`src/rtl/irq_arb_pkg.sv`:
```
`timescale 1ns/1ps
package irq_arb_pkg;
   localparam int unsigned SPURIOUS_ID = 1023;
   localparam int unsigned MIN_ID_W    = 10;

   // strict compare: challenger replaces holder only when more urgent
   function automatic logic prio_beats(input logic ch_vld, input logic [15:0] ch_prio,
                                       input logic hd_vld, input logic [15:0] hd_prio);
      return ch_vld && (!hd_vld || (ch_prio < hd_prio));
   endfunction
endpackage

```
`src/rtl/arb_cand_tree.sv`:
```
`timescale 1ns/1ps
module arb_cand_tree #(
   parameter int unsigned NUM_SRC = 64,
   parameter int unsigned PRIO_W  = 8,
   parameter int unsigned ID_W    = 10
) (
   input  logic [NUM_SRC-1:0]        cand,
   input  logic [NUM_SRC*PRIO_W-1:0] prio,
   output logic                      win_vld,
   output logic [PRIO_W-1:0]         win_prio,
   output logic [ID_W-1:0]           win_id
);
   import irq_arb_pkg::*;
   localparam int unsigned LVL   = (NUM_SRC > 1) ? $clog2(NUM_SRC) : 1;
   localparam int unsigned NP2   = 1 << LVL;
   localparam int unsigned NODES = 2 * NP2;

   logic              nd_v [1:NODES-1];
   logic [PRIO_W-1:0] nd_p [1:NODES-1];
   logic [ID_W-1:0]   nd_i [1:NODES-1];

   genvar j, k;
   generate
      for (j = 0; j < NP2; j++) begin : g_leaf
         if (j < NUM_SRC) begin : g_real
            assign nd_v[NP2+j] = cand[j];
            assign nd_p[NP2+j] = prio[j*PRIO_W +: PRIO_W];
            assign nd_i[NP2+j] = ID_W'(j);
         end else begin : g_pad
            assign nd_v[NP2+j] = 1'b0;
            assign nd_p[NP2+j] = '1;
            assign nd_i[NP2+j] = '0;
         end
      end
      // left child always holds the lower IDs, so it keeps ties
      for (k = 1; k < NP2; k++) begin : g_node
         logic take_r;
         assign take_r  = prio_beats(nd_v[2*k+1], 16'(nd_p[2*k+1]),
                                     nd_v[2*k],   16'(nd_p[2*k]));
         assign nd_v[k] = nd_v[2*k] | nd_v[2*k+1];
         assign nd_p[k] = take_r ? nd_p[2*k+1] : nd_p[2*k];
         assign nd_i[k] = take_r ? nd_i[2*k+1] : nd_i[2*k];
      end
   endgenerate

   assign win_vld  = nd_v[1];
   assign win_prio = nd_p[1];
   assign win_id   = nd_i[1];
endmodule

```
`src/rtl/arb_cand_linear.sv`:
```
`timescale 1ns/1ps
module arb_cand_linear #(
   parameter int unsigned NUM_SRC = 64,
   parameter int unsigned PRIO_W  = 8,
   parameter int unsigned ID_W    = 10
) (
   input  logic [NUM_SRC-1:0]        cand,
   input  logic [NUM_SRC*PRIO_W-1:0] prio,
   output logic                      win_vld,
   output logic [PRIO_W-1:0]         win_prio,
   output logic [ID_W-1:0]           win_id
);
   import irq_arb_pkg::*;

   // ascending scan, strict compare: first of equals is kept
   always_comb begin
      win_vld  = 1'b0;
      win_prio = '1;
      win_id   = '0;
      for (int s = 0; s < NUM_SRC; s++) begin
         if (prio_beats(cand[s], 16'(prio[s*PRIO_W +: PRIO_W]), win_vld, 16'(win_prio))) begin
            win_vld  = 1'b1;
            win_prio = prio[s*PRIO_W +: PRIO_W];
            win_id   = ID_W'(s);
         end
      end
   end
endmodule

```
`src/rtl/arb_gate.sv`:
```
`timescale 1ns/1ps
module arb_gate #(
   parameter int unsigned PRIO_W = 8,
   parameter int unsigned ID_W   = 10
) (
   input  logic              dist_en,
   input  logic              cpu_en,
   input  logic              win_vld,
   input  logic [PRIO_W-1:0] win_prio,
   input  logic [ID_W-1:0]   win_id,
   input  logic [PRIO_W-1:0] mask,
   input  logic [PRIO_W:0]   run,
   output logic [ID_W-1:0]   id_d,
   output logic              irq_d
);
   import irq_arb_pkg::*;
   logic below_mask, below_run, shown;

   assign below_mask = win_prio < mask;
   assign below_run  = {1'b0, win_prio} < run;
   assign shown      = dist_en && cpu_en && win_vld && below_mask;
   assign id_d       = shown ? win_id : ID_W'(SPURIOUS_ID);
   assign irq_d      = shown && below_run;
endmodule

```
`src/rtl/irq_prio_arbiter.sv`:
```
`timescale 1ns/1ps
module irq_prio_arbiter #(
   parameter int unsigned NUM_SRC   = 64,
   parameter int unsigned NUM_CPU   = 2,
   parameter int unsigned PRIO_W    = 8,
   parameter int unsigned ID_W      = 10,
   parameter bit          SCAN_TREE = 1'b1
) (
   input  logic                          clk,
   input  logic                          rst_n,
   input  logic                          dist_en,
   input  logic [NUM_CPU-1:0]            cpu_en,
   input  logic [NUM_CPU*NUM_SRC-1:0]    src_enable,
   input  logic [NUM_CPU*NUM_SRC-1:0]    src_pending,
   input  logic [NUM_SRC*PRIO_W-1:0]     src_prio,
   input  logic [NUM_CPU*PRIO_W-1:0]     prio_mask,
   input  logic [NUM_CPU*(PRIO_W+1)-1:0] run_prio,
   output logic [NUM_CPU*ID_W-1:0]       hp_id,
   output logic [NUM_CPU-1:0]            cpu_irq
);
   import irq_arb_pkg::*;
   localparam int unsigned RUN_W = PRIO_W + 1;

   initial begin
      chk_src_range : assert (NUM_SRC >= 2 && NUM_SRC < SPURIOUS_ID)
         else $error("NUM_SRC out of range");
      chk_cpu_range : assert (NUM_CPU >= 1) else $error("NUM_CPU must be at least 1");
      chk_id_width  : assert (ID_W >= MIN_ID_W) else $error("ID_W too narrow for spurious ID");
      chk_prio_w    : assert (PRIO_W >= 1 && PRIO_W <= 15) else $error("PRIO_W out of range");
   end

   genvar c;
   generate
      for (c = 0; c < NUM_CPU; c++) begin : g_cpu
         logic [NUM_SRC-1:0] cand;
         logic               w_vld;
         logic [PRIO_W-1:0]  w_prio;
         logic [ID_W-1:0]    w_id;
         logic [ID_W-1:0]    id_d;
         logic               irq_d;

         assign cand = src_enable[c*NUM_SRC +: NUM_SRC] & src_pending[c*NUM_SRC +: NUM_SRC];

         if (SCAN_TREE) begin : g_tree
            arb_cand_tree #(.NUM_SRC(NUM_SRC), .PRIO_W(PRIO_W), .ID_W(ID_W)) i_sel (
               .cand(cand), .prio(src_prio),
               .win_vld(w_vld), .win_prio(w_prio), .win_id(w_id));
         end else begin : g_linear
            arb_cand_linear #(.NUM_SRC(NUM_SRC), .PRIO_W(PRIO_W), .ID_W(ID_W)) i_sel (
               .cand(cand), .prio(src_prio),
               .win_vld(w_vld), .win_prio(w_prio), .win_id(w_id));
         end

         arb_gate #(.PRIO_W(PRIO_W), .ID_W(ID_W)) i_gate (
            .dist_en (dist_en),
            .cpu_en  (cpu_en[c]),
            .win_vld (w_vld),
            .win_prio(w_prio),
            .win_id  (w_id),
            .mask    (prio_mask[c*PRIO_W +: PRIO_W]),
            .run     (run_prio[c*RUN_W +: RUN_W]),
            .id_d    (id_d),
            .irq_d   (irq_d));

         always_ff @(posedge clk) begin
            if (!rst_n) begin
               hp_id[c*ID_W +: ID_W] <= ID_W'(SPURIOUS_ID);
               cpu_irq[c]            <= 1'b0;
            end else begin
               hp_id[c*ID_W +: ID_W] <= id_d;
               cpu_irq[c]            <= irq_d;
            end
         end
      end
   endgenerate
endmodule

```
`config.mk`:
```
export PLATFORM = sky130hd
export DESIGN_NAME = irq_prio_arbiter
export DESIGN_NICKNAME = d
export VERILOG_FILES = /design/src/rtl/irq_arb_pkg.sv /design/src/rtl/arb_cand_tree.sv /design/src/rtl/arb_cand_linear.sv /design/src/rtl/arb_gate.sv /design/src/rtl/irq_prio_arbiter.sv
export SDC_FILE = /design/constraint.sdc
export NUM_CORES = 2
export LEC_CHECK = 0
export BUFFER_PORTS_ARGS = -buffer_cell sky130_fd_sc_hd__buf_2
export CAP_MARGIN = 20
export CORE_AREA = 3 3 320 322
export CTS_CLUSTER_DIAMETER = 200
export DETAILED_ROUTE_END_ITERATION = 10
export DIE_AREA = 0 0 323 325
export PLACE_DENSITY_LB_ADDON = 0.05
export SYNTH_ARGS = -nofsm -noshare
export SYNTH_HDL_FRONTEND = slang
export SYNTH_SLANG_ARGS = --single-unit
```
`constraint.sdc`:
```
create_clock -name clk -period 41.3 [get_ports clk]
set_clock_uncertainty 0.1 [all_clocks]
set_input_delay 4.13 -clock clk [delete_from_list [all_inputs] [get_ports clk]]
set_output_delay 4.13 -clock clk [all_outputs]
set_load 0.05 [all_outputs]
```
Word level (Yosys, flattened, before mapping)
Index checks and enable logic that the tools add are counted.

storage, ports and cells
  bits in registers = 22
  bits of input ports = 807
  output and inout port bits = 22

cells by class
  order comparisons = 98
  muxes and demuxes = 252
  bitwise operators = 128
  reduce and logical (&&, ||, !) cells = 388

operators with widths
  operator             number
  $mux W8              126
  $lt A8 B8 Y1         96
  $logic_and A1 B1 Y1  134
  $and A64 B64 Y64     2
  $logic_not A1 Y1     126
  $logic_or A1 B1 Y1   126
  $or A1 B1 Y1         126
  $mux W1              64
  $mux W2              32
  $mux W3              16
  $mux W4              8
  $mux W5              4
  $lt A8 B9 Y1         2
  $mux W6              2
  $reduce_and A2 Y1    2

Logic depth before layout (Yosys ltp)
  depth in word-level cells = 28
  gate-level depth with buffers = 77
  depth with buffers taken out = 70

Hierarchy
From an unflattened synthesis, not the netlist that was laid out.

unflattened totals
  cells, all modules = 6,025
  area, all modules = 41,882.7 um2

by module, submodules not included
  module                                 instances  cells an instance  area an instance (um2)  sequential area each (um2)
  arb_cand_tree (g_cpu[0].g_tree.i_sel)  1          2,869              19,825.3                0.0
  arb_cand_tree (g_cpu[1].g_tree.i_sel)  1          2,860              19,764.0                0.0
  irq_prio_arbiter                       1          174                1,397.6                 440.4
  arb_gate                               2          61                 447.9                   0.0

Least setup slack after synthesis
OpenSTA, ideal clock, no wires.

  path type = in2reg
  start = input port src_prio[69]
  end = register cpu_irq[1]
  library setup time = 59 ps
  data arrival time = 16,636 ps
  required time = 41,141 ps
  slack = 24,505 ps
  cell stages on the path = 65
  buffers on the path = 5
  cell sequence = inv_1 > ha_1 > a211o_1 > and2_1 > a211o_1 > buf_2 > o21ai_1 > mux2i_1 > ha_1 > a21o_1 > a21o_1 > a21oi_1 > o21ai_0 > or2_2 > o21a_1 > o21ba_2 > clkbuf_1 > mux2_2 > [... 29 more ...] > and4_1 > a21oi_1 > a21oi_1 > nor4_1 > a31o_1 > buf_6 > mux2i_1 > ha_1 > a21o_1 > a21o_1 > a21oi_1 > nor2b_1 > o21ai_0 > nand2b_1 > a21oi_1 > nand2_1 > nor2_1 > o31a_1

between the ends
  cells in the longest elaborated chain, start to end = 27
  elaborated cells between the ends (all ways) = 28
  classes of those cells = order compare: 8; mux: 6; reduce/logical: 14

ends and longest elaborated chain
  what                            line                    RTL
  start: declaration              irq_prio_arbiter.sv:15  input logic [NUM_SRC*PRIO_W-1:0] src_prio,
  $lt A8 B8 Y1                    irq_arb_pkg.sv:9        return ch_vld && (!hd_vld || (ch_prio < hd_prio));
  $logic_or A1 B1 Y1              irq_arb_pkg.sv:9
  $logic_and A1 B1 Y1             irq_arb_pkg.sv:9
  $mux W8 *                       arb_cand_tree.sv:41     assign nd_p[k] = take_r ? nd_p[2*k+1] : nd_p[2*k];
  $lt A8 B8 Y1                    irq_arb_pkg.sv:9
  $logic_or A1 B1 Y1              irq_arb_pkg.sv:9
  $logic_and A1 B1 Y1             irq_arb_pkg.sv:9
  $mux W8 *                       arb_cand_tree.sv:41
  [... 11 more ...]               -
  $mux W8 *                       arb_cand_tree.sv:41
  $lt A8 B8 Y1                    irq_arb_pkg.sv:9
  $logic_or A1 B1 Y1              irq_arb_pkg.sv:9
  $logic_and A1 B1 Y1             irq_arb_pkg.sv:9
  $mux W8 *                       arb_cand_tree.sv:41
  $lt A8 B8 Y1                    arb_gate.sv:19          assign below_mask = win_prio < mask;
  $logic_and A1 B1 Y1             arb_gate.sv:21          assign shown = dist_en && cpu_en && win_vld && below_mask;
  $logic_and A1 B1 Y1 *           arb_gate.sv:23          assign irq_d = shown && below_run;
  end signal: indexed assignment  irq_prio_arbiter.sv:71  cpu_irq[c] <= irq_d;
  end: declaration                irq_prio_arbiter.sv:19  output logic [NUM_CPU-1:0] cpu_irq

Mark *: on every way between the ends. The rest lies on a longest branch, timed or not.
A chain may end at the register's enable or synchronous reset.

Worst setup path after layout
  start = input port src_prio[69]
  end = register hp_id[12]

between the ends
  cells in the longest elaborated chain, start to end = 27
  elaborated cells between the ends (all ways) = 31
  classes of those cells = order compare: 7; mux: 10; reduce/logical: 14

ends and longest elaborated chain
  what                            line                    RTL
  $lt A8 B8 Y1                    irq_arb_pkg.sv:9
  $logic_or A1 B1 Y1              irq_arb_pkg.sv:9
  $logic_and A1 B1 Y1             irq_arb_pkg.sv:9
  $mux W8 *                       arb_cand_tree.sv:41
  $lt A8 B8 Y1                    irq_arb_pkg.sv:9
  $logic_or A1 B1 Y1              irq_arb_pkg.sv:9
  $logic_and A1 B1 Y1             irq_arb_pkg.sv:9
  $mux W8 *                       arb_cand_tree.sv:41
  [... 11 more ...]               -
  $mux W8                         arb_cand_tree.sv:41
  $lt A8 B8 Y1                    irq_arb_pkg.sv:9
  $logic_or A1 B1 Y1              irq_arb_pkg.sv:9
  $logic_and A1 B1 Y1             irq_arb_pkg.sv:9
  $mux W8                         arb_cand_tree.sv:41
  $lt A8 B8 Y1                    arb_gate.sv:19
  $logic_and A1 B1 Y1             arb_gate.sv:21
  $reduce_and A2 Y1 (no line)     -
  end signal: indexed assignment  irq_prio_arbiter.sv:67  hp_id[c*ID_W +: ID_W] <= ID_W'(SPURIOUS_ID);
  end signal: indexed assignment  irq_prio_arbiter.sv:70  hp_id[c*ID_W +: ID_W] <= id_d;
  end: declaration                irq_prio_arbiter.sv:18  output logic [NUM_CPU*ID_W-1:0] hp_id,

Marks and branches as above.

==> impl_results.md <==
* Worst Path Arrival at a little under 20 ns
* Area delta synth->final at 16.4%
* Slowest Stage Delay on Critical Path at roughly 0.80 ns
* Max H-tree Level at 1
* Post-route setup slack at 21.94 ns
* Number of antenna violations at the first check in global routing at 58
* Buf/Inv on CP at 3
* Non-filler cells, final at slightly above 7000
* Worst hold path class: in2reg
* Largest cells by area after synthesis: ha_1, mux2i_1, a21oi_1
* Die Height at around 330 um
* Final Power at approximately 2.2 mW
* Largest area contributor in the netlist: ha_1
* Fin Setup TNS at 0 ns
* Avg Cell Area, Syn at just under 7 um^2
* Ys Warns at 0
* Worst path top cell family by delay: compound AO/OA/AOI/OAI gates
* Clock Sinks at 16
* Cells after DPL at a little over 7000
* FP Rows at approximately 120
* Avg WL per Cell at 21.8 um
* Core area at between 90000 and 100000 um^2
* Worst-path fanout max at 19
* Power Density at between 50 and 60 nW/um^2
* Mapped Cells at 5098
* Area of the multi-input gates at about 32000 um^2
* CTS hold repair buffers at 0
* Commonest non-fill, non-tap cell in the layout: buf_2
* CTS Buf Count at 3
* Distinct cell type count after synthesis at 119
* Routed Antenna Nets at 0
* Maxcap violations at 0
* Lkg Pwr at 21.2 nW
* Detail Placement HPWL at around 140000 um
* Syn_nets at around 6500
* Die area at roughly 100000 um^2
* Maximum clock frequency at about 52 MHz
* Asr flop ratio synth at 0%
* Vias in the first global route at approximately 40000
* Fin nets at about 7300
* IO Count at ~830
* Status: finished clean
* Remaining DRCs at 0
* Synth Cell Area at approximately 35000 um^2
* Main synth FF type: dfxtp_1
* CP max-delay cell: a2111oi_0
* RSZ-0062 raised after global routing: false
* CP required at 41.30 ns
* Gr usage total at 28.1%
* Fill cells at 11000
* GP Congestion at about 0.95
* Via/cell ratio at 5.69
* Post-CTS resize count at 0
* Flops & latches, synth at 16
* First-pass GRT wire length at around 230000 um
* CTS clk-pin slew, worst paths at approximately 0.050 ns
* Final setup fails at 0
* PortBufs at 828
* Post-CTS Setup Bufs at 0
* Min Clock Period, post-route at 19.36 ns
* Worst setup EP type: flip-flop
* Slew HR at a little over a quarter
* Post-synthesis sequential area ratio at 0.914%
* Final WL at roughly 160000 um
* Worst slew pin tran at ~1.1 ns
* Iter 0 DRT Violations at ~2800
* Number of synthesized flops with an enable pin at 0
* Worst vdd ir at between 0.00008 and 0.00009 V
* Reg area at around 320 um^2
* Drt pass-1 iters at 6
* GRT Residual Overflow at 0
* CP Class: in2reg
* Final hold violation count at 0
* Chip width at about 320 um
* Routed vias at 41000
* Final core utilization at between 40 and 50%
* Worst setup SP type: input port
* Most frequent cells in the layout: buf_2, ha_1, a21oi_1
* Post-synth top area share at a little over a fifth
* Dpl ws at roughly 22 ns
* Root buffer cell: clkbuf_16
* Fin crit share at a little under half
* Slew Limit Fails at 0
* Deepest clock path buffer count at 2
* Initial Util at about a third
* Largest net degree at the start of global routing at 22
* CTS tree: done
* Ratio of cells with drive above 1 in the final layout at about 20%
synth_stat cells (14+ instances only):
| master | number |
|---|---|
| o211a_1 | 17 |
| o21ai_0 | 268 |
| nand3_1 | 115 |
| a31oi_1 | 56 |
| nor4_1 | 15 |
| o211ai_1 | 95 |
| nand2_1 | 472 |
| nand2b_1 | 56 |
| o22ai_1 | 21 |
| o31a_1 | 25 |
| clkbuf_1 | 78 |
| o31ai_1 | 30 |
| a211o_1 | 36 |
| nand4_1 | 100 |
| mux2i_1 | 360 |
| a22oi_1 | 28 |
| and4_1 | 20 |
| or3_1 | 14 |
| or2_2 | 24 |
| a211oi_1 | 82 |
| o21a_1 | 86 |
| nor2_1 | 500 |
| o21ai_1 | 20 |
| nor3_1 | 55 |
| inv_1 | 504 |
| ha_1 | 606 |
| mux2_2 | 166 |
| a31o_2 | 17 |
| o221ai_1 | 18 |
| buf_2 | 19 |
| a21oi_1 | 506 |
| o21bai_1 | 21 |
| a21o_1 | 141 |
| nor3b_1 | 15 |
| nor2b_1 | 58 |
| and2_1 | 69 |
| dfxtp_1 | 16 |
| and3_1 | 48 |
per-stage QoR:
step	instance area (um^2)	hold slack [ns]
4_1_cts	40600	4.01
3_3_place_gp	40500	4.26
2_1_floorplan	35100	4.17
5_1_grt	40700	4.03
3_5_place_dp	40500	4.27
6_report	40800	4.01
area by class of cell:
class                      instances  share of cell area [%]
multi-input combinational       4454                    79.2
tap                             1298                    3.98
clock buffer                       3                   0.184
antenna                           48                   0.294
inverter                         507                    4.66
sequential                        16                   0.785
timing repair buffer             871                    10.9
power by group:
group          switching (mW)  internal (mW)  total [mW]
clock network         0.00657         0.0127      0.0193
registers             0.00235         0.0189      0.0212
logic                    1.34          0.837        2.18
registers in the layout, indices dropped and copies added (netlist names):
| register | cells |
|---|---|
| hp_id | 14 |
| cpu_irq | 2 |
cell families after synthesis:
| group | share of synthesized area (%) |
|---|---|
| AND/OR/NAND/NOR | 21.5 |
| buffers and inverters | 6.98 |
| adder cells (fa/ha/maj) | 22.0 |
| multiplexers | 15.8 |
| XOR/XNOR | 0.125 |
| flip-flops | 0.914 |
| AO/OA/AOI/OAI | 32.7 |
worst paths after layout:
path,from,end,cells past startpoint
hold / removal,run_prio[17],cpu_irq[1],2
setup / recovery,src_prio[69],hp_id[12],55
per-layer routing:
metal  vias up  global-route usage [%]  part of all wire (%)
met1     19000                    35.8                    44
met3       130                    3.08                   5.5
met5         -                       0                 0.034
met4         8                    6.30                   2.0
li1      20700                       -                     -
met2      1169                    50.5                    49
No activity file was read; power rests on OpenSTA's default activity.
